--- src/rtl/gpio_pol_pkg.sv ---
package gpio_pol_pkg;
  typedef enum logic [1:0] {
    K_POL = 2'd0,
    K_OUT = 2'd1,
    K_IN  = 2'd2,
    K_DIR = 2'd3
  } kind_e;
endpackage

--- src/rtl/gpio_cfg_regs.sv ---
module gpio_cfg_regs
  import gpio_pol_pkg::*;
#(
  parameter int LINES = 16,
  parameter int BW    = 8,
  localparam int NBYTE = LINES / BW,
  localparam int SW    = (NBYTE > 1) ? $clog2(NBYTE) : 1
) (
  input  logic             clk_i,
  input  logic             rst_ni,
  input  logic             clr_i,
  input  logic             we_i,
  input  kind_e            kind_i,
  input  logic [SW-1:0]    byte_i,
  input  logic [BW-1:0]    wdata_i,
  output logic [LINES-1:0] pol_o,
  output logic [LINES-1:0] out_o,
  output logic [LINES-1:0] dir_o
);
  for (genvar b = 0; b < NBYTE; b++) begin : g_byte
    logic [BW-1:0] pol_q, out_q, dir_q;
    logic          hit;
    assign hit = we_i && (byte_i == SW'(b));

    always_ff @(posedge clk_i or negedge rst_ni) begin
      if (!rst_ni) begin
        pol_q <= '0;
        out_q <= '0;
        dir_q <= '0;
      end else if (clr_i) begin
        // strap-qualified platform reset beats a concurrent write
        pol_q <= '0;
        out_q <= '0;
        dir_q <= '0;
      end else if (hit) begin
        case (kind_i)
          K_POL:   pol_q <= wdata_i;
          K_OUT:   out_q <= wdata_i;
          K_DIR:   dir_q <= wdata_i;
          default: ;
        endcase
      end
    end

    assign pol_o[b*BW +: BW] = pol_q;
    assign out_o[b*BW +: BW] = out_q;
    assign dir_o[b*BW +: BW] = dir_q;
  end
endmodule

--- src/rtl/gpio_in_sync.sv ---
module gpio_in_sync #(
  parameter int W = 16
) (
  input  logic         clk_i,
  input  logic         rst_ni,
  input  logic [W-1:0] d_i,
  output logic [W-1:0] q_o
);
  logic [W-1:0] s1_q, s2_q;

  always_ff @(posedge clk_i or negedge rst_ni) begin
    if (!rst_ni) begin
      s1_q <= '0;
      s2_q <= '0;
    end else begin
      s1_q <= d_i;
      s2_q <= s1_q;
    end
  end

  assign q_o = s2_q;
endmodule

--- src/rtl/gpio_pin_drive.sv ---
module gpio_pin_drive #(
  parameter int LINES = 16
) (
  input  logic [LINES-1:0] pol_i,
  input  logic [LINES-1:0] out_i,
  input  logic [LINES-1:0] dir_i,
  output logic [LINES-1:0] pin_o,
  output logic [LINES-1:0] pin_oe_o
);
  for (genvar n = 0; n < LINES; n++) begin : g_line
    assign pin_o[n]    = out_i[n] ^ pol_i[n];
    assign pin_oe_o[n] = dir_i[n];
  end
endmodule

--- src/rtl/gpio_pol_port.sv ---
module gpio_pol_port
  import gpio_pol_pkg::*;
#(
  parameter int LINES = 16,
  parameter int BW    = 8,
  parameter int AW    = 4
) (
  input  logic             clk_i,
  input  logic             rst_ni,
  input  logic             plat_rst_ni,
  input  logic             keep_cfg_i,
  input  logic [AW-1:0]    addr_i,
  input  logic             wr_en_i,
  input  logic [BW-1:0]    wdata_i,
  output logic [BW-1:0]    rdata_o,
  input  logic [LINES-1:0] pin_i,
  output logic [LINES-1:0] pin_o,
  output logic [LINES-1:0] pin_oe_o
);
  localparam int NBYTE = LINES / BW;
  localparam int SW    = (NBYTE > 1) ? $clog2(NBYTE) : 1;
  localparam int MAPW  = SW + 2;

  logic [LINES-1:0] pol_w, out_w, dir_w, sync_w;
  logic [SW-1:0]    byte_sel;
  kind_e            kind;
  logic             mapped, cfg_we, cfg_clr;

  assign byte_sel = addr_i[SW-1:0];
  assign kind     = kind_e'(addr_i[SW+1:SW]);
  assign mapped   = (addr_i >> MAPW) == '0;
  assign cfg_we   = wr_en_i && mapped && (kind != K_IN);
  assign cfg_clr  = !plat_rst_ni && !keep_cfg_i;

  gpio_cfg_regs #(.LINES(LINES), .BW(BW)) u_regs (
    .clk_i   (clk_i),
    .rst_ni  (rst_ni),
    .clr_i   (cfg_clr),
    .we_i    (cfg_we),
    .kind_i  (kind),
    .byte_i  (byte_sel),
    .wdata_i (wdata_i),
    .pol_o   (pol_w),
    .out_o   (out_w),
    .dir_o   (dir_w)
  );

  gpio_in_sync #(.W(LINES)) u_sync (
    .clk_i  (clk_i),
    .rst_ni (rst_ni),
    .d_i    (pin_i),
    .q_o    (sync_w)
  );

  gpio_pin_drive #(.LINES(LINES)) u_drv (
    .pol_i    (pol_w),
    .out_i    (out_w),
    .dir_i    (dir_w),
    .pin_o    (pin_o),
    .pin_oe_o (pin_oe_o)
  );

  always_comb begin
    rdata_o = '0;
    if (mapped) begin
      case (kind)
        K_POL: rdata_o = pol_w[byte_sel*BW +: BW];
        K_OUT: rdata_o = out_w[byte_sel*BW +: BW];
        K_IN:  rdata_o = sync_w[byte_sel*BW +: BW];
        K_DIR: rdata_o = dir_w[byte_sel*BW +: BW];
        default: rdata_o = '0;
      endcase
    end
  end
endmodule

--- config.mk ---
export PLATFORM = sky130hd
export DESIGN_NAME = gpio_pol_port
export DESIGN_NICKNAME = d
export VERILOG_FILES = /design/src/rtl/gpio_pol_pkg.sv /design/src/rtl/gpio_cfg_regs.sv /design/src/rtl/gpio_in_sync.sv /design/src/rtl/gpio_pin_drive.sv /design/src/rtl/gpio_pol_port.sv
export SDC_FILE = /design/constraint.sdc
export NUM_CORES = 1
export LEC_CHECK = 0
export BUFFER_PORTS_ARGS = -buffer_cell sky130_fd_sc_hd__buf_2
export CORE_MARGIN = 4
export CORE_UTILIZATION = 40
export CTS_CLUSTER_SIZE = 25
export DETAILED_ROUTE_END_ITERATION = 8
export GPL_TIMING_DRIVEN = 0
export HOLD_SLACK_MARGIN = 0.03
export PLACE_DENSITY_LB_ADDON = 0.25
export SLEW_MARGIN = 20
export SYNTH_ARGS = -nofsm -noshare
export SYNTH_HDL_FRONTEND = slang
export SYNTH_HIERARCHICAL = 1
export SYNTH_SLANG_ARGS = --single-unit
--- constraint.sdc ---
create_clock -name clk_i -period 3.39 [get_ports clk_i]
set_input_delay 0.678 -clock clk_i [delete_from_list [all_inputs] [get_ports clk_i]]
set_output_delay 0.678 -clock clk_i [all_outputs]
set_load 0.005 [all_outputs]
==> impl_metrics.ini <==
[outcome]
outcome = complete, no violations

[finish]
seqCellArea_um2 = 2000
area.growth.synth_to_final_pct = 19.0
final_cell_mix = dfrtp_1 (80), buf_2 (76), nand2b_1 (56)
insertedDiodeCount = 0
nNetsFinal = 388
drive_gt1_share_pct = 34.0
fill_cells = 831
multi_input_comb_area_um2 = 1540
fin_cells = 488
final_common_cell = dfrtp_1
final_area_um2 = 4510

[global_route]
grt_pass1_vias = 2564
grt_pass1_wl_um = 14300
gr-usage-all-layers_pct = 17.1
antenna_found_initial = 0
grt_max_degree = 44
grt_overflow = 0

[route]
dr_wl_met3_um = 443
viasPerCell = 4.87
top_layer_used = met4
vias = 2376
drt_iter0_markers = 63
firstDrtPassIters = 4
avgRoutedWirePerCell_um = 18.3
wirelength_um = 8940
wl_met2_um = 4530
wl_met1_um = 3880
ant_nets = 0
drc_errors = 0

[cts]
cts_setup_buffers = 0
holdBufCountCts = 0
cts_tree = done
insertion_delay_ns = 0.34
cts_inserted_buffers = 9
htreeDepth = 3
clockBufferDepth = 2
ctsResizeCount = 0
cts.clk_slew.worst_paths_ns = 0.08
clock-sinks = 80
cts_root_buf = clkbuf_8

[critical_path]
slowest_stage = mux4_2
end_kind = output pin
required_ns = 2.71
critPathKind = input port to output pin
critical_path_buf_inv_count = 4
start_kind = input port
cp_top_family = buffers and inverters
crit_top_cell = buf_2
critical_path_arrival_ns = 2.04
crit_chain = buf_2, buf_6, buf_12, mux4_2, a22o_1, buf_2
slowest_delay_ns = 0.50
worstPathMaxFanout = 10

[synth]
synth_top_cell_by_area = dfrtp_1
avgSynthCellArea_um2 = 13.9
yosys_warnings = 6
yosysTopAreaCellShare_pct = 52.9
synth-seq-area-share_pct = 52.9
synth.net_count = 305
ys_top_cells_by_area = dfrtp_1 (53%), mux2i_1 (13%), nand2b_1 (9.3%)
synth_cells = 272
synth_cell_types = 22
synthesis.area_um2 = 3790
ys_ff_latch = 80

[floorplanning]
fp.dieArea_um2 = 11100
io_pins = 73
dieHeight_um = 105
fp-row-count = 35
core_um2 = 9240
die_x_um = 105
start_util_pct = 41.0

[pwr]
power_density_nw_per_um2 = 411
ir_drop_v = 0.000164
finalPower_w = 0.00185
leakage_nw = 2.49

[timing]
setup_viol = 0
period_share_pct = 80.3
relSlewSlack_pct = 38.6
final.setup.tns_ns = 0
hold_viol_final = 0
fmax_mhz = 368
drv_slew = 0
skew_ns = 0.00820
timing.hold.ws_ns = 0.296
final.min_clock_period_ns = 2.72
tightestPinTransition_ns = 0.918
rsz0062_at_grt = false

[placed_design]
place_inst = 473
dpl_cell_area_um2 = 4330
hpwl_um = 6060
port_buffers = 71
place.gp.congestion = 0.762

[hold_path]
worstHoldPathType = input port to asynchronous set/reset pin

[run]
maxCapViolCount = 0
worst paths after layout:
| path | from | to | slack (ns) | depth (start not counted) |
|---|---|---|---|---|
| worst max-delay path | addr_i[0] | rdata_o[4] | 0.67 | 6 |
| worst min-delay path | rst_ni | u_sync/s1_q[1]$_DFF_PN0_ | 0.30 | 1 |
| worst max register to register | u_regs/g_byte[0].pol_q[5]$_DFFE_PN0P_ | u_regs/g_byte[0].pol_q[5]$_DFFE_PN0P_ | 2.69 | 2 |
| worst min register to register | u_sync/s1_q[9]$_DFF_PN0_ | u_sync/q_o[9]$_DFF_PN0_ | 0.34 | 0 |
| max in group asynchronous | rst_ni | u_regs/g_byte[0].pol_q[7]$_DFFE_PN0P_ | 2.48 | 2 |
| min in group clk_i | u_sync/s1_q[9]$_DFF_PN0_ | u_sync/q_o[9]$_DFF_PN0_ | 0.34 | 0 |
synthesized netlist by cell type:
cell and instances:
nor4bb_1 1, buf_12 1, and4b_1 1, mux4_1 9, buf_4 17, buf_1 1, nand4_1 1, a22o_1 8
dfrtp_1 80, or4b_4 1, nor2_1 2, buf_6 3, buf_2 6, mux4_2 7, xor2_1 16, nand2b_1 56
clkbuf_1 7, nand4b_1 2, nor3b_1 1, mux2i_1 48, nor2b_1 2, nand4bb_1 2
flip-flops by register name, indices dropped and copies added (netlist names):
signal	count
u_sync/s1_q	16
u_regs/g_byte.out_q	16
u_regs/g_byte.pol_q	16
u_regs/g_byte.dir_q	16
u_sync/q_o	16
metal layers:
| layer | global-route usage, % | vias to the layer above |
|---|---|---|
| li1 | - | 1101 |
| met1 | 22.8 | 1203 |
| met2 | 28.2 | 64 |
| met3 | 4.10 | 8 |
| met4 | 4.31 | 0 |
| met5 | 0 | - |
layout make-up:
cell class	count	area share, %
multi-input cells	157	34.2
plain buffers	35	5.36
repair buffers	72	8.39
flip-flops and latches	80	44.4
clock inverters	4	0.639
clock buffers	11	3.36
well taps	129	3.58
cells by family after synthesis:
kind of cell / after synthesis / synth area share [%]
flip-flops: 80 / 52.9
multiplexers: 64 / 23.1
XOR/XNOR: 16 / 3.70
buffers and inverters: 35 / 6.38
AO/OA/AOI/OAI: 8 / 1.85
AND/OR/NAND/NOR: 69 / 12.1
stage by stage:
step                utilization, %  setup slack (ns)
global route                  48.8             0.625
detailed placement            46.8             0.672
global placement              46.6             0.683
finish                        48.8             0.669
floorplan                        -              1.09
CTS                           48.8             0.664
power breakdown:
part	switching, W	leakage [nW]	internal, W	total (W)
combinational	0.000102	1.36	0.0000986	0.000201
sequential	0.0000213	1.04	0.000990	0.00101
clock	0.000335	0.0878	0.000303	0.000639
(Power assumes the default switching activity.)
